File: src/rtl/tmr_pkg.sv
package tmr_pkg;

  typedef enum logic [1:0] {
    ACT_KEEP   = 2'b00,
    ACT_LOW    = 2'b01,
    ACT_HIGH   = 2'b10,
    ACT_TOGGLE = 2'b11
  } wave_act_e;

  typedef enum logic [1:0] {
    CLR_NONE   = 2'b00,
    CLR_ON_A   = 2'b01,
    CLR_ON_B   = 2'b10,
    CLR_ON_PIN = 2'b11
  } clr_mode_e;

  typedef enum logic [2:0] {
    SRC_OFF      = 3'd0,
    SRC_TICK0    = 3'd1,
    SRC_TICK1    = 3'd2,
    SRC_TICK2    = 3'd3,
    SRC_EXT_RISE = 3'd4,
    SRC_EXT_FALL = 3'd5,
    SRC_EXT_BOTH = 3'd6,
    SRC_OFF_HI   = 3'd7
  } src_sel_e;

  localparam int NUM_TICKS = 3;
  localparam int NUM_FLAGS = 3;
  localparam int FLAG_OVF  = 0;
  localparam int FLAG_A    = 1;
  localparam int FLAG_B    = 2;

  localparam int NUM_PINS  = 3;
  localparam int PIN_CLK   = 0;
  localparam int PIN_RST   = 1;
  localparam int PIN_TRIG  = 2;

  // bit 0 of sel accepts a rising edge, bit 1 a falling edge
  function automatic logic edge_pick(input logic [1:0] sel,
                                     input logic lvl, input logic last);
    return (sel[0] & lvl & ~last) | (sel[1] & ~lvl & last);
  endfunction

endpackage

File: src/rtl/tmr_sync_edge.sv
module tmr_sync_edge #(
  parameter int STAGES = 2
) (
  input  logic clk,
  input  logic rst_n,
  input  logic d_i,
  output logic lvl_o,
  output logic last_o
);

  logic [STAGES-1:0] sync_q, sync_d;
  logic              last_q, last_d;

  always_comb begin
    sync_d = {sync_q[STAGES-2:0], d_i};
    last_d = sync_q[STAGES-1];
  end

  always_ff @(posedge clk or negedge rst_n) begin
    if (!rst_n) begin
      sync_q <= '0;
      last_q <= 1'b0;
    end else begin
      sync_q <= sync_d;
      last_q <= last_d;
    end
  end

  assign lvl_o  = sync_q[STAGES-1];
  assign last_o = last_q;

  // the delayed copy always follows the synchronized level by one clock
  a_r2_last_follows: assert property (@(posedge clk) disable iff (!rst_n)
    1'b1 |=> last_o == $past(lvl_o));

endmodule

File: src/rtl/tmr_counter.sv
module tmr_counter
  import tmr_pkg::*;
#(
  parameter int W = 8
) (
  input  logic         clk,
  input  logic         rst_n,
  input  logic         src_step_i,
  input  logic         trig_en_i,
  input  logic         trig_go_i,
  input  clr_mode_e    clr_mode_i,
  input  logic         match_a_i,
  input  logic         match_b_i,
  input  logic         pin_clr_i,
  output logic [W-1:0] cnt_o,
  output logic         step_o,
  output logic         wrap_o
);

  localparam logic [W-1:0] CNT_MAX = '1;

  logic [W-1:0] cnt_q, cnt_d;
  logic         halt_q, halt_d;
  logic         clr_now;

  always_comb begin
    step_o  = src_step_i & ~(trig_en_i & halt_q);
    clr_now = ((clr_mode_i == CLR_ON_A)   & match_a_i) |
              ((clr_mode_i == CLR_ON_B)   & match_b_i) |
              ((clr_mode_i == CLR_ON_PIN) & pin_clr_i);
    wrap_o  = step_o & (cnt_q == CNT_MAX) & ~clr_now;

    if (clr_now)     cnt_d = '0;
    else if (step_o) cnt_d = cnt_q + W'(1);
    else             cnt_d = cnt_q;

    if (!trig_en_i)     halt_d = 1'b0;
    else if (clr_now)   halt_d = 1'b1;
    else if (trig_go_i) halt_d = 1'b0;
    else                halt_d = halt_q;
  end

  always_ff @(posedge clk or negedge rst_n) begin
    if (!rst_n) begin
      cnt_q  <= '0;
      halt_q <= 1'b0;
    end else begin
      cnt_q  <= cnt_d;
      halt_q <= halt_d;
    end
  end

  assign cnt_o = cnt_q;

  // no source event and no clear leaves the count alone
  a_r2_hold_idle: assert property (@(posedge clk) disable iff (!rst_n)
    (!src_step_i && !clr_now) |=> $stable(cnt_o));

  // a wrap event lands the counter on zero
  a_r3_wrap_zero: assert property (@(posedge clk) disable iff (!rst_n)
    wrap_o |=> cnt_o == '0);

  // a selected clear loads zero
  a_r8_clear_zero: assert property (@(posedge clk) disable iff (!rst_n)
    clr_now |=> cnt_o == '0);

  // while halted in trigger mode the count never advances
  a_r10_halted_frozen: assert property (@(posedge clk) disable iff (!rst_n)
    (trig_en_i && halt_q) |=> ($stable(cnt_o) || cnt_o == '0));

endmodule

File: src/rtl/tmr_flags.sv
module tmr_flags #(
  parameter int N = 3
) (
  input  logic         clk,
  input  logic         rst_n,
  input  logic [N-1:0] set_i,
  input  logic [N-1:0] clr_i,
  output logic [N-1:0] flag_o
);

  for (genvar g = 0; g < N; g++) begin : g_flag
    logic flag_q, flag_d;

    always_comb begin
      if (set_i[g])      flag_d = 1'b1;
      else if (clr_i[g]) flag_d = 1'b0;
      else               flag_d = flag_q;
    end

    always_ff @(posedge clk or negedge rst_n) begin
      if (!rst_n) flag_q <= 1'b0;
      else        flag_q <= flag_d;
    end

    assign flag_o[g] = flag_q;

    // a set event wins over a same-cycle clear
    a_r5_set_wins: assert property (@(posedge clk) disable iff (!rst_n)
      set_i[g] |=> flag_o[g]);

    // a flag stays up until a clear pulse arrives
    a_r5_sticky: assert property (@(posedge clk) disable iff (!rst_n)
      (flag_o[g] && !clr_i[g]) |=> flag_o[g]);
  end

endmodule

File: src/rtl/tmr_wave.sv
module tmr_wave
  import tmr_pkg::*;
(
  input  logic      clk,
  input  logic      rst_n,
  input  logic      match_a_i,
  input  logic      match_b_i,
  input  wave_act_e act_a_i,
  input  wave_act_e act_b_i,
  output logic      wave_o
);

  wave_act_e act;
  logic      wave_q, wave_d;

  always_comb begin
    if (match_b_i && act_b_i != ACT_KEEP) act = act_b_i;
    else if (match_a_i)                   act = act_a_i;
    else                                  act = ACT_KEEP;

    case (act)
      ACT_LOW:    wave_d = 1'b0;
      ACT_HIGH:   wave_d = 1'b1;
      ACT_TOGGLE: wave_d = ~wave_q;
      default:    wave_d = wave_q;
    endcase
  end

  always_ff @(posedge clk or negedge rst_n) begin
    if (!rst_n) wave_q <= 1'b0;
    else        wave_q <= wave_d;
  end

  assign wave_o = wave_q;

  // no match, no change on the pin
  a_r7_idle_stable: assert property (@(posedge clk) disable iff (!rst_n)
    (!match_a_i && !match_b_i) |=> $stable(wave_o));

  // match A alone with drive-low selected
  a_r7_a_low: assert property (@(posedge clk) disable iff (!rst_n)
    (match_a_i && !match_b_i && act_a_i == ACT_LOW) |=> !wave_o);

  // match B with drive-high selected wins
  a_r7_b_high: assert property (@(posedge clk) disable iff (!rst_n)
    (match_b_i && act_b_i == ACT_HIGH) |=> wave_o);

  // toggle on match A alone inverts the pin
  a_r7_a_toggle: assert property (@(posedge clk) disable iff (!rst_n)
    (match_a_i && !match_b_i && act_a_i == ACT_TOGGLE) |=> wave_o != $past(wave_o));

endmodule

File: src/rtl/dual_cmp_timer8.sv
module dual_cmp_timer8
  import tmr_pkg::*;
#(
  parameter int W           = 8,
  parameter int SYNC_STAGES = 2
) (
  input  logic         clk,
  input  logic         rst_n,
  input  logic [2:0]   tick_i,
  input  logic [2:0]   clk_sel_i,
  input  logic         ext_clk_i,
  input  logic         ext_rst_i,
  input  logic         trig_i,
  input  logic [W-1:0] cmp_a_i,
  input  logic [W-1:0] cmp_b_i,
  input  logic [1:0]   clr_ctl_i,
  input  logic         trig_en_i,
  input  logic [1:0]   trig_edge_i,
  input  logic [3:0]   out_sel_i,
  input  logic         ovf_ie_i,
  input  logic         cma_ie_i,
  input  logic         cmb_ie_i,
  input  logic [2:0]   flag_clr_i,
  output logic [W-1:0] cnt_o,
  output logic         ovf_o,
  output logic         cmfa_o,
  output logic         cmfb_o,
  output logic         irq_o,
  output logic         wave_o
);

  // reset: asserted at once, released through two flops
  logic [1:0] rst_sync_q;
  logic       core_rst_n;

  always_ff @(posedge clk or negedge rst_n) begin
    if (!rst_n) rst_sync_q <= 2'b00;
    else        rst_sync_q <= {rst_sync_q[0], 1'b1};
  end
  assign core_rst_n = rst_sync_q[1];

  // pin synchronizers
  logic [NUM_PINS-1:0] pin_raw, pin_lvl, pin_last;
  assign pin_raw[PIN_CLK]  = ext_clk_i;
  assign pin_raw[PIN_RST]  = ext_rst_i;
  assign pin_raw[PIN_TRIG] = trig_i;

  for (genvar p = 0; p < NUM_PINS; p++) begin : g_pin
    tmr_sync_edge #(.STAGES(SYNC_STAGES)) u_sync (
      .clk    (clk),
      .rst_n  (core_rst_n),
      .d_i    (pin_raw[p]),
      .lvl_o  (pin_lvl[p]),
      .last_o (pin_last[p])
    );
  end

  // count source
  logic src_step;
  always_comb begin
    case (src_sel_e'(clk_sel_i))
      SRC_TICK0:    src_step = tick_i[0];
      SRC_TICK1:    src_step = tick_i[1];
      SRC_TICK2:    src_step = tick_i[2];
      SRC_EXT_RISE: src_step = edge_pick(2'b01, pin_lvl[PIN_CLK], pin_last[PIN_CLK]);
      SRC_EXT_FALL: src_step = edge_pick(2'b10, pin_lvl[PIN_CLK], pin_last[PIN_CLK]);
      SRC_EXT_BOTH: src_step = edge_pick(2'b11, pin_lvl[PIN_CLK], pin_last[PIN_CLK]);
      default:      src_step = 1'b0;
    endcase
  end

  logic pin_clr, trig_go;
  assign pin_clr = edge_pick(2'b01, pin_lvl[PIN_RST], pin_last[PIN_RST]);
  assign trig_go = edge_pick(trig_edge_i, pin_lvl[PIN_TRIG], pin_last[PIN_TRIG]);

  // counter and compares
  logic [W-1:0] cnt;
  logic         step, wrap, match_a, match_b;

  assign match_a = step & (cnt == cmp_a_i);
  assign match_b = step & (cnt == cmp_b_i);

  tmr_counter #(.W(W)) u_counter (
    .clk        (clk),
    .rst_n      (core_rst_n),
    .src_step_i (src_step),
    .trig_en_i  (trig_en_i),
    .trig_go_i  (trig_go),
    .clr_mode_i (clr_mode_e'(clr_ctl_i)),
    .match_a_i  (match_a),
    .match_b_i  (match_b),
    .pin_clr_i  (pin_clr),
    .cnt_o      (cnt),
    .step_o     (step),
    .wrap_o     (wrap)
  );

  // flags
  logic [NUM_FLAGS-1:0] flag_set, flags, flag_en;
  always_comb begin
    flag_set           = '0;
    flag_set[FLAG_OVF] = wrap;
    flag_set[FLAG_A]   = match_a;
    flag_set[FLAG_B]   = match_b;
    flag_en            = '0;
    flag_en[FLAG_OVF]  = ovf_ie_i;
    flag_en[FLAG_A]    = cma_ie_i;
    flag_en[FLAG_B]    = cmb_ie_i;
  end

  tmr_flags #(.N(NUM_FLAGS)) u_flags (
    .clk    (clk),
    .rst_n  (core_rst_n),
    .set_i  (flag_set),
    .clr_i  (flag_clr_i),
    .flag_o (flags)
  );

  // waveform output
  tmr_wave u_wave (
    .clk       (clk),
    .rst_n     (core_rst_n),
    .match_a_i (match_a),
    .match_b_i (match_b),
    .act_a_i   (wave_act_e'(out_sel_i[1:0])),
    .act_b_i   (wave_act_e'(out_sel_i[3:2])),
    .wave_o    (wave_o)
  );

  assign cnt_o  = cnt;
  assign ovf_o  = flags[FLAG_OVF];
  assign cmfa_o = flags[FLAG_A];
  assign cmfb_o = flags[FLAG_B];
  assign irq_o  = |(flags & flag_en);

  // all enables off keeps the request low
  a_r6_masked: assert property (@(posedge clk) disable iff (!core_rst_n)
    (!ovf_ie_i && !cma_ie_i && !cmb_ie_i) |-> !irq_o);

  // a flag rises only after a match cycle
  a_r4_flag_cause: assert property (@(posedge clk) disable iff (!core_rst_n)
    $rose(cmfa_o) |-> $past(match_a));

  // overflow flag rises only after a wrap event
  a_r3_ovf_cause: assert property (@(posedge clk) disable iff (!core_rst_n)
    $rose(ovf_o) |-> $past(wrap));

endmodule

File: config.mk
export PLATFORM = sky130hd
export DESIGN_NAME = dual_cmp_timer8
export DESIGN_NICKNAME = d
export VERILOG_FILES = /design/src/rtl/tmr_pkg.sv /design/src/rtl/tmr_sync_edge.sv /design/src/rtl/tmr_counter.sv /design/src/rtl/tmr_flags.sv /design/src/rtl/tmr_wave.sv /design/src/rtl/dual_cmp_timer8.sv
export SDC_FILE = /design/constraint.sdc
export NUM_CORES = 1
export LEC_CHECK = 0
export ABC_AREA = 0
export CAP_MARGIN = 20
export CORE_ASPECT_RATIO = 0.7
export CORE_UTILIZATION = 40
export DETAILED_ROUTE_END_ITERATION = 10
export DONT_BUFFER_PORTS = 1
export PLACE_DENSITY = 0.53
export SYNTH_ARGS = -nofsm -noshare
export SYNTH_HDL_FRONTEND = slang
export SYNTH_HIERARCHICAL = 1
export SYNTH_SLANG_ARGS = --single-unit
export TNS_END_PERCENT = 1
File: constraint.sdc
create_clock -name clk -period 2.5 [get_ports clk]
set_clock_uncertainty 0.05 [all_clocks]
set_input_delay 0.75 -clock clk [delete_from_list [all_inputs] [get_ports clk]]
set_output_delay 0.75 -clock clk [all_outputs]
set_load 0.005 [all_outputs]
==> results.json, run 1 <==
{
  "synth_edf_count": 0,
  "synth-simple-area-share": 0.1642,
  "drc": 0,
  "yosysSeqAreaShare": 0.4720,
  "synth_flop_cell": "dfrtp_1",
  "synthAdderAreaFrac": 0.02950,
  "finalCritPeriodShare": 0.9231,
  "dieArea_sq_mm": 0.003415,
  "coreArea_sq_mm": 0.002903,
  "crit-reg2reg-launch": "g_pin[0].u_sync/sync_q[1]$_DFF_PN0_",
  "synth_seq_cells": 24,
  "cp-startpoint": "g_pin[0].u_sync/sync_q[1]$_DFF_PN0_",
  "ir_drop_mv": 0.4689,
  "r2r_slack_ns": 0.19,
  "hold_viol": 0,
  "htree_num_levels": 1,
  "synth_xor_area_frac": 0.1170,
  "antenna_found_initial": 0,
  "worstReg2RegEnd": "u_flags/g_flag[0].flag_q$_DFFE_PN0P_",
  "setup-violations-final": 0,
  "max_freq_mhz": 433.3,
  "syn_nets": 169,
  "syn2layout_area_growth_pct": 12.39,
  "clk_path_buf_depth": 2,
  "fin_setup_tns_ns": 0,
  "cts.root.buffer_cell": "clkbuf_8",
  "clock_latency_ns": 0.27,
  "crit_chain": "inv_1 -> ha_1 -> nor2b_2 -> o21ai_1 -> a32oi_1 -> a21bo_2 -> inv_4 -> nand2_1 -> nor3_2 -> nand2_1 -> mux2i_4 -> nor4_1 -> a21o_1",
  "worst_slew_pin_slew_ns": 0.8715,
  "synth_compound_area_frac": 0.1357,
  "arrival_ns": 2.42,
  "final_antenna_net_count": 0,
  "synth_area_sq_mm": 0.001272,
  "clkTransAtPathRegs_ns": 0.08,
  "postSynthAreaPerCell_sq_um": 10.26,
  "grt_pass1_vias": 940,
  "place.gp.congestion": 0.7746,
  "path_max_fanout": 3,
  "reg2reg_depth": 13,
  "yosys-mux-area-fraction": 0.02458,
  "place_worst_setup_slack_ns": -0.04907,
  "post-dp-hpwl_um": 2145,
  "gr-total-overflow": 0,
  "wl_per_cell_um": 16.28,
  "synthCells": 124,
  "synth.distinct_cells": 36,
  "finalCriticalPeriod_ns": 2.308,
  "grt_pass1_wl_um": 4485,
  "cts_buffers": 3,
  "firstDrtPassIters": 4,
  "initial_core_util": 0.4384,
  "hold_slack_ns": 0.1175,
  "n_antenna_cell": 0,
  "required_ns": 2.61,
  "clock_sink_count": 24,
  "synth_top_family_by_area": "simple AND/OR/NAND/NOR gates",
  "worst_path_largest_cell_delay_ns": 0.37,
  "slew_headroom": 0.4190,
  "p_per_area_mw_per_mm2": 799.8,
  "rows": 16,
  "die_w_um": 69.42,
  "fin_nets": 175,
  "maxCapViolCount": 0,
  "synth-async-reset-ratio": 1.000,
  "startpoint_type": "flop",
  "route.vias.total": 924,
  "yosysWarnings": 6,
  "layout_setup_ws_ns": 0.1921,
  "leakage_uw": 0.0006195,
  "path_class": "reg2reg",
  "finalPower_uw": 1144,
  "postCtsSetupRepairBufs": 0,
  "routed_wl_um": 2687,
  "maxSlewViolCount": 0,
  "first_iter_violations": 11,
  "cts_tree": "yes",
  "endpoint_kind": "flop",
  "grtUsageTotal": 0.1708,
  "grt_max_degree": 23,
  "portBuffers": 0,
  "drive_gt1_frac": 0.1395,
  "rsz0062_at_grt": "false",
  "cp_common_cell": "nand2_1",
  "status": "finished, final reports clean",
  "crit_path_top_delay_cell": "dfrtp_1",
  "viasPerCell": 5.600,
  "hp-class": "in2async",
  "crit_end": "u_flags/g_flag[0].flag_q$_DFFE_PN0P_",
  "ios": 55,
  "die_height_um": 49.19
}
-- power by group --
group | internal, uW | switching [uW]
Combinational | 135 | 118
Clock | 214 | 121
Sequential | 441 | 114
Total | 790 | 354
-- cell usage after synthesis, drive strengths merged, types with 2 or more instances --
library cell   n  share of area
dfrtp         24           0.47
xnor2         17           0.12
nand2         13          0.038
inv            8          0.024
a21oi          7          0.028
a21o           4          0.024
buf            4          0.027
nand3          4          0.016
nand4          4          0.020
o31ai          4          0.024
or4            4          0.024
ha             3          0.030
nor2b          3          0.017
a21bo          2          0.016
a32oi          2          0.014
mux2i          2          0.016
nand3b         2          0.012
nor3           2         0.0079
o21ai          2         0.0079
-- cell usage in the layout (no fill, tap or decap), types with 2 or more instances in the layout --
master / Yosys / final
nand3_1: 4 / 4
or4_1: 4 / 4
nand2_1: 13 / 12
a32oi_1: 2 / 2
nor2b_1: 2 / 2
a21o_1: 4 / 4
ha_1: 3 / 3
nand4_1: 4 / 4
o31ai_1: 4 / 4
inv_1: 8 / 7
dfrtp_1: 24 / 24
nand3b_1: 2 / 2
xnor2_1: 17 / 17
buf_4: 3 / 4
a21oi_1: 7 / 7
clkbuf_8: 0 / 3
-- sequential cells by signal, indices dropped and copies added, names as in the netlist --
signal and count:
u_wave/wave_o 1, g_pin.u_sync/last_o 3, rst_sync_q 2, g_pin.u_sync/sync_q 6, u_counter/cnt_o 8, u_flags/g_flag.flag_q 3
u_counter/halt_q 1
-- per-layer routing --
metal	wire length, um	track usage
met1	1188	0.2109
met2	1278	0.2848
met3	193	0.05785
met4	27	0.05102
met5	0	0
-- cells by family (layout without fill, tap and decap cells) --
family	Yosys count	after routing
AND/OR/NAND/NOR	38	38
flip-flops	24	24
buffers and inverters	13	18
multiplexers	3	3
XOR/XNOR	17	17
AO/OA/AOI/OAI	25	25
adder cells (fa/ha/maj)	3	3
other	1	1
-- metrics by stage --
step | std cells | instance area [sq um] | utilization
2_1_floorplan | 124 | 1306 | -
3_3_place_gp | 161 | 1355 | 0.4668
3_5_place_dp | 161 | 1355 | 0.4668
4_1_cts | 165 | 1426 | 0.4914
5_1_grt | 165 | 1430 | 0.4927
6_report | 165 | 1430 | 0.4927
-- what timing repair did --
action / CTS / global route
resized for setup: 0 / 1
endpoints found under the setup margin: 0 / 9
hold buffers: 0 / 0
-- critical path, delay by kind of cell (launching register included) --
kind	cells	cell delay [ns]
AOI/OAI and AO/OA	4	0.66
muxes	1	0.18
and+or+nand+nor	5	0.53
DFF	1	0.37
buffers and inverters	2	0.11
adders and majority gates	1	0.30
-- layout make-up --
type	count	area (sq um)
fill	276	1473
multi-input combinational	87	634.4
sequential	24	600.6
tap	36	45.04
clock buffer	3	41.29
timing repair buffer	5	41.29
inverter	9	37.54
clock inverter	1	30.03
-- worst min-delay path by stage --
| stage | slack (ns) | endpoint | start |
|---|---|---|---|
| 2_1_floorplan | 0.23 | g_pin[0].u_sync/last_o$_DFF_PN0_ | rst_sync_q[1]$_DFF_PN0_ |
| 3_3_place_gp | 0.28 | g_pin[2].u_sync/sync_q[1]$_DFF_PN0_ | g_pin[2].u_sync/sync_q[0]$_DFF_PN0_ |
| 3_5_place_dp | 0.29 | g_pin[0].u_sync/sync_q[1]$_DFF_PN0_ | g_pin[0].u_sync/sync_q[0]$_DFF_PN0_ |
| 4_1_cts | 0.11 | rst_sync_q[0]$_DFF_PN0_ | rst_n |
| 5_1_grt | 0.09 | rst_sync_q[1]$_DFF_PN0_ | rst_n |
| 6_report | 0.12 | rst_sync_q[0]$_DFF_PN0_ | rst_n |
(Power assumes the default switching activity.)
==> inputs of run 2 (changes only) <==
- CORE_ASPECT_RATIO: 0.7 -> 1.4
==> results.json, run 2 (same netlist as run 1, synthesis figures left out) <==
{
  "status": "finished, final reports clean",
  "place_inst": 162,
  "path_buf_inv": 2,
  "drive_gt1_frac": 0.1769,
  "slew_headroom": 0.4129,
  "crit_chain": "inv_2 -> ha_4 -> nor2b_2 -> o21ai_1 -> a32oi_1 -> a21bo_2 -> inv_4 -> nand2_2 -> nor3_4 -> mux2i_2 -> mux2i_4 -> nor4_2 -> a21o_1",
  "endpoint_kind": "flop",
  "fin_cells": 167,
  "reg2reg_depth": 13,
  "finalCriticalPeriod_ns": 2.321,
  "viasPerCell": 5.629,
  "required_ns": 2.61,
  "routed_wl_um": 2584,
  "dieArea_sq_mm": 0.003414,
  "clkTransAtPathRegs_ns": 0.08,
  "worstReg2RegEnd": "u_flags/g_flag[0].flag_q$_DFFE_PN0P_",
  "die_height_um": 68.74,
  "maxCapViolCount": 0,
  "layout_setup_ws_ns": 0.1790,
  "syn2layout_area_growth_pct": 14.85,
  "r2r_slack_ns": 0.18,
  "ios": 55,
  "setup-violations-final": 0,
  "grt_pass1_wl_um": 4057,
  "grt_max_degree": 23,
  "grt_pass1_vias": 923,
  "gr-usage-met3": 0.03070,
  "hold_buffers": 0,
  "clock_latency_ns": 0.26,
  "met2_usage": 0.3024,
  "path_class": "reg2reg",
  "initial_core_util": 0.4335,
  "arrival_ns": 2.43,
  "ir_drop_mv": 0.4603,
  "rows": 23,
  "crit-reg2reg-launch": "g_pin[0].u_sync/sync_q[1]$_DFF_PN0_",
  "finalCritPeriodShare": 0.9284,
  "hold_viol": 0,
  "drc": 0,
  "route.vias.total": 940,
  "grt_use_met1": 0.1697,
  "fin_setup_tns_ns": 0,
  "final_common_cell": "dfrtp_1",
  "leakage_uw": 0.0006209,
  "clock_sink_count": 24,
  "fin_nets": 176,
  "worst_path_largest_cell_delay_ns": 0.41,
  "finalPower_uw": 1141,
  "htree_num_levels": 1,
  "cts_tree": "yes",
  "max_freq_mhz": 430.8,
  "path_delay_family": "compound AO/OA/AOI/OAI gates",
  "antenna_found_initial": 0,
  "place.gp.congestion": 0.7892,
  "portBuffers": 0,
  "startpoint_type": "flop",
  "firstDrtPassIters": 4,
  "gr-total-overflow": 0,
  "hp-class": "in2async",
  "grtUsageTotal": 0.1609,
  "cts_buffers": 3,
  "final.fill_count": 292,
  "first_iter_violations": 17,
  "wl_per_cell_um": 15.47,
  "clk_path_buf_depth": 2,
  "top_usage_layer": "met2",
  "largest_reg_flops": 8,
  "hold_slack_ns": 0.1213,
  "coreArea_sq_mm": 0.002935,
  "crit_path_top_delay_cell": "dfrtp_1",
  "maxSlewViolCount": 0,
  "worst_slew_pin_slew_ns": 0.8806,
  "final_antenna_net_count": 0,
  "path_max_fanout": 3,
  "n_antenna_cell": 0,
  "cts.root.buffer_cell": "clkbuf_8",
  "p_per_area_mw_per_mm2": 780.6,
  "die_w_um": 49.67,
  "place_worst_setup_slack_ns": -0.07958,
  "final_cell_mix": "24 x dfrtp_1, 17 x xnor2_1, 12 x nand2_1",
  "post-dp-hpwl_um": 2048
}
[run 2: power breakdown]
group	total, uW	internal (uW)	switching, uW
sequential	555	441	113
clock	333	214	119
combinational	253	137	116
total	1140	792	348
[run 2: cell type report]
| cell class | instances | area [sq um] | area share |
|---|---|---|---|
| Sequential cell | 24 | 600.6 | 0.4110 |
| Timing Repair Buffer | 6 | 48.80 | 0.03339 |
| Inverter | 9 | 37.54 | 0.02568 |
| Clock buffer | 3 | 41.29 | 0.02825 |
| Clock inverter | 1 | 30.03 | 0.02055 |
| Tap cell | 37 | 46.29 | 0.03168 |
| Multi-Input combinational cell | 87 | 656.9 | 0.4495 |
[run 2: timing repair]
action | 4_1_cts | 5_1_grt
gates resized for setup | 0 | 5
buffers inserted | 0 | 1
endpoints found under the setup margin | 0 | 9
[run 2: worst max path at each step]
stage	cells after the start	start	slack, ns	endpoint
6_report	13	g_pin[0].u_sync/sync_q[1]$_DFF_PN0_	0.18	u_flags/g_flag[0].flag_q$_DFFE_PN0P_
3_3_place_gp	11	clk_sel_i[1]	0.02	u_flags/g_flag[0].flag_q$_DFFE_PN0P_
5_1_grt	13	g_pin[0].u_sync/sync_q[1]$_DFF_PN0_	-0.0009	u_flags/g_flag[0].flag_q$_DFFE_PN0P_
4_1_cts	13	g_pin[0].u_sync/sync_q[1]$_DFF_PN0_	0.17	u_counter/cnt_o[4]$_DFFE_PN0P_
3_5_place_dp	11	clk_sel_i[1]	-0.08	u_flags/g_flag[0].flag_q$_DFFE_PN0P_
2_1_floorplan	12	clk_sel_i[1]	-0.07	u_flags/g_flag[0].flag_q$_DFFE_PN0P_
[run 2: per-stage QoR]
stage	util	cell area, sq um
floorplan	-	1306
global placement	0.4621	1356
detailed placement	0.4621	1356
CTS	0.4864	1428
global route	0.4979	1461
finish	0.4979	1461
[run 2: routing by layer]
| layer | vias up | share of wire |
|---|---|---|
| met4 | 0 | 0.017 |
| met5 | - | 0 |
| met3 | 4 | 0.065 |
| met2 | 39 | 0.54 |
| met1 | 454 | 0.37 |
| li1 | 443 | - |
==> inputs of run 3 (changes only) <==
- clock period: 2.5 -> 3 ns (I/O delays scaled with it)
==> results.json, run 3 (same netlist as run 1, synthesis figures left out) <==
{
  "status": "finished, final reports clean",
  "die_height_um": 68.74,
  "max_freq_mhz": 386.3,
  "clock_latency_ns": 0.26,
  "die_w_um": 49.67,
  "cts.root.buffer_cell": "clkbuf_8",
  "post_cts_resize_count": 0,
  "portBuffers": 0,
  "syn2layout_area_growth_pct": 7.768,
  "initial_core_util": 0.4335,
  "wl_per_cell_um": 15.18,
  "dpl_cell_area_sq_mm": 0.001316,
  "finalCritPeriodShare": 0.8628,
  "final_cell_mix": "24 x dfrtp_1, 17 x xnor2_1, 13 x nand2_1",
  "clkTransAtPathRegs_ns": 0.08,
  "hold_viol": 0,
  "setup-violations-final": 0,
  "clk_path_buf_depth": 2,
  "largest_reg_flops": 8,
  "routed_wl_um": 2490,
  "coreArea_sq_mm": 0.002935,
  "ir_drop_mv": 0.3055,
  "arrival_ns": 2.74,
  "fin_setup_tns_ns": 0,
  "required_ns": 3.15,
  "first_iter_violations": 17,
  "path_class": "in2reg",
  "final_common_cell": "dfrtp_1",
  "ios": 55,
  "final_antenna_net_count": 0,
  "finalCriticalPeriod_ns": 2.588,
  "firstDrtPassIters": 4,
  "hp-class": "in2async",
  "final.fill_count": 286,
  "leakage_uw": 0.0005895,
  "n_antenna_cell": 0,
  "p_per_area_mw_per_mm2": 635.1,
  "layout_setup_ws_ns": 0.4116,
  "grt_pass1_wl_um": 4043,
  "place.gp.congestion": 0.8093,
  "maxCapViolCount": 0,
  "htree_num_levels": 1,
  "post-dp-hpwl_um": 1979,
  "fin_cells": 164,
  "postCtsSetupRepairBufs": 0,
  "place_inst": 160,
  "viasPerCell": 5.610,
  "hold_buffers": 0,
  "dieArea_sq_mm": 0.003414,
  "grt_pass1_vias": 939,
  "slew_headroom": 0.4285,
  "endpoint_kind": "flop",
  "reg2reg_depth": 13,
  "rows": 23,
  "cts_tree": "yes",
  "drc": 0,
  "cts_buffers": 3,
  "place_worst_setup_slack_ns": 0.1327,
  "antenna_found_initial": 0,
  "route.vias.total": 920,
  "drive_gt1_frac": 0.1024,
  "grtUsageTotal": 0.1613,
  "maxSlewViolCount": 0,
  "path_max_fanout": 9,
  "final_util": 0.4672,
  "clock_sink_count": 24,
  "worst_slew_pin_slew_ns": 0.8573,
  "fin_nets": 173,
  "rsz0062_at_grt": "false",
  "gr-total-overflow": 0,
  "startpoint_type": "input pin",
  "design_area_sq_mm": 0.001371,
  "grt_max_degree": 23
}
[run 3: per-stage QoR]
stage	hold slack [ns]	power [uW]
6_report	0.2753	870.9
5_1_grt	0.2568	934.0
3_3_place_gp	0.2826	666.7
2_1_floorplan	0.2303	614.9
3_5_place_dp	0.2862	667.9
4_1_cts	0.2652	886.2
[run 3: area by class of cell]
class | count | area (sq um) | share of cell area
multi-input combinational | 87 | 611.8 | 0.4462
sequential | 24 | 600.6 | 0.4380
clock buffer | 4 | 55.05 | 0.04015
tap | 37 | 46.29 | 0.03376
inverter | 9 | 35.03 | 0.02555
timing repair buffer | 3 | 22.52 | 0.01642
[run 3: where the power goes]
part / switching [uW] / internal [uW] / total (uW)
logic: 87.5 / 108 / 196
registers: 94.4 / 368 / 462
clock network: 95.9 / 117 / 213
total: 278 / 593 / 871
[run 3: critical path, stage by stage]
cell and delay [ns]:
and2b_4 0.21, o21ai_1 0.06, a32oi_1 0.15, a21bo_2 0.25, inv_1 0.18, nand2_1 0.09
nor3_2 0.26, mux2i_1 0.13, mux2i_2 0.19, buf_4 0.20, o21a_1 0.13
[run 3: worst paths after layout]
kind,from,end,slack [ns]
max,clk_sel_i[1],u_counter/halt_q$_DFFE_PN0P_,0.41
min,rst_n,rst_sync_q[1]$_DFF_PN0_,0.28
max reg2reg,g_pin[0].u_sync/sync_q[1]$_DFF_PN0_,u_counter/halt_q$_DFFE_PN0P_,0.42
min reg2reg,g_pin[2].u_sync/sync_q[0]$_DFF_PN0_,g_pin[2].u_sync/sync_q[1]$_DFF_PN0_,0.30
max in group asynchronous,rst_sync_q[1]$_DFF_PN0_,u_counter/halt_q$_DFFE_PN0P_,2.07
min in group clk,g_pin[2].u_sync/sync_q[0]$_DFF_PN0_,g_pin[2].u_sync/sync_q[1]$_DFF_PN0_,0.30
[run 3: routing by layer]
layer / wire [um] / vias up / global-route usage
met3: 138 / 4 / 0.03509
li1: - / 438 / -
met2: 1317 / 33 / 0.2889
met1: 995 / 445 / 0.1736
met5: 0 / - / 0
met4: 38 / 0 / 0.1000
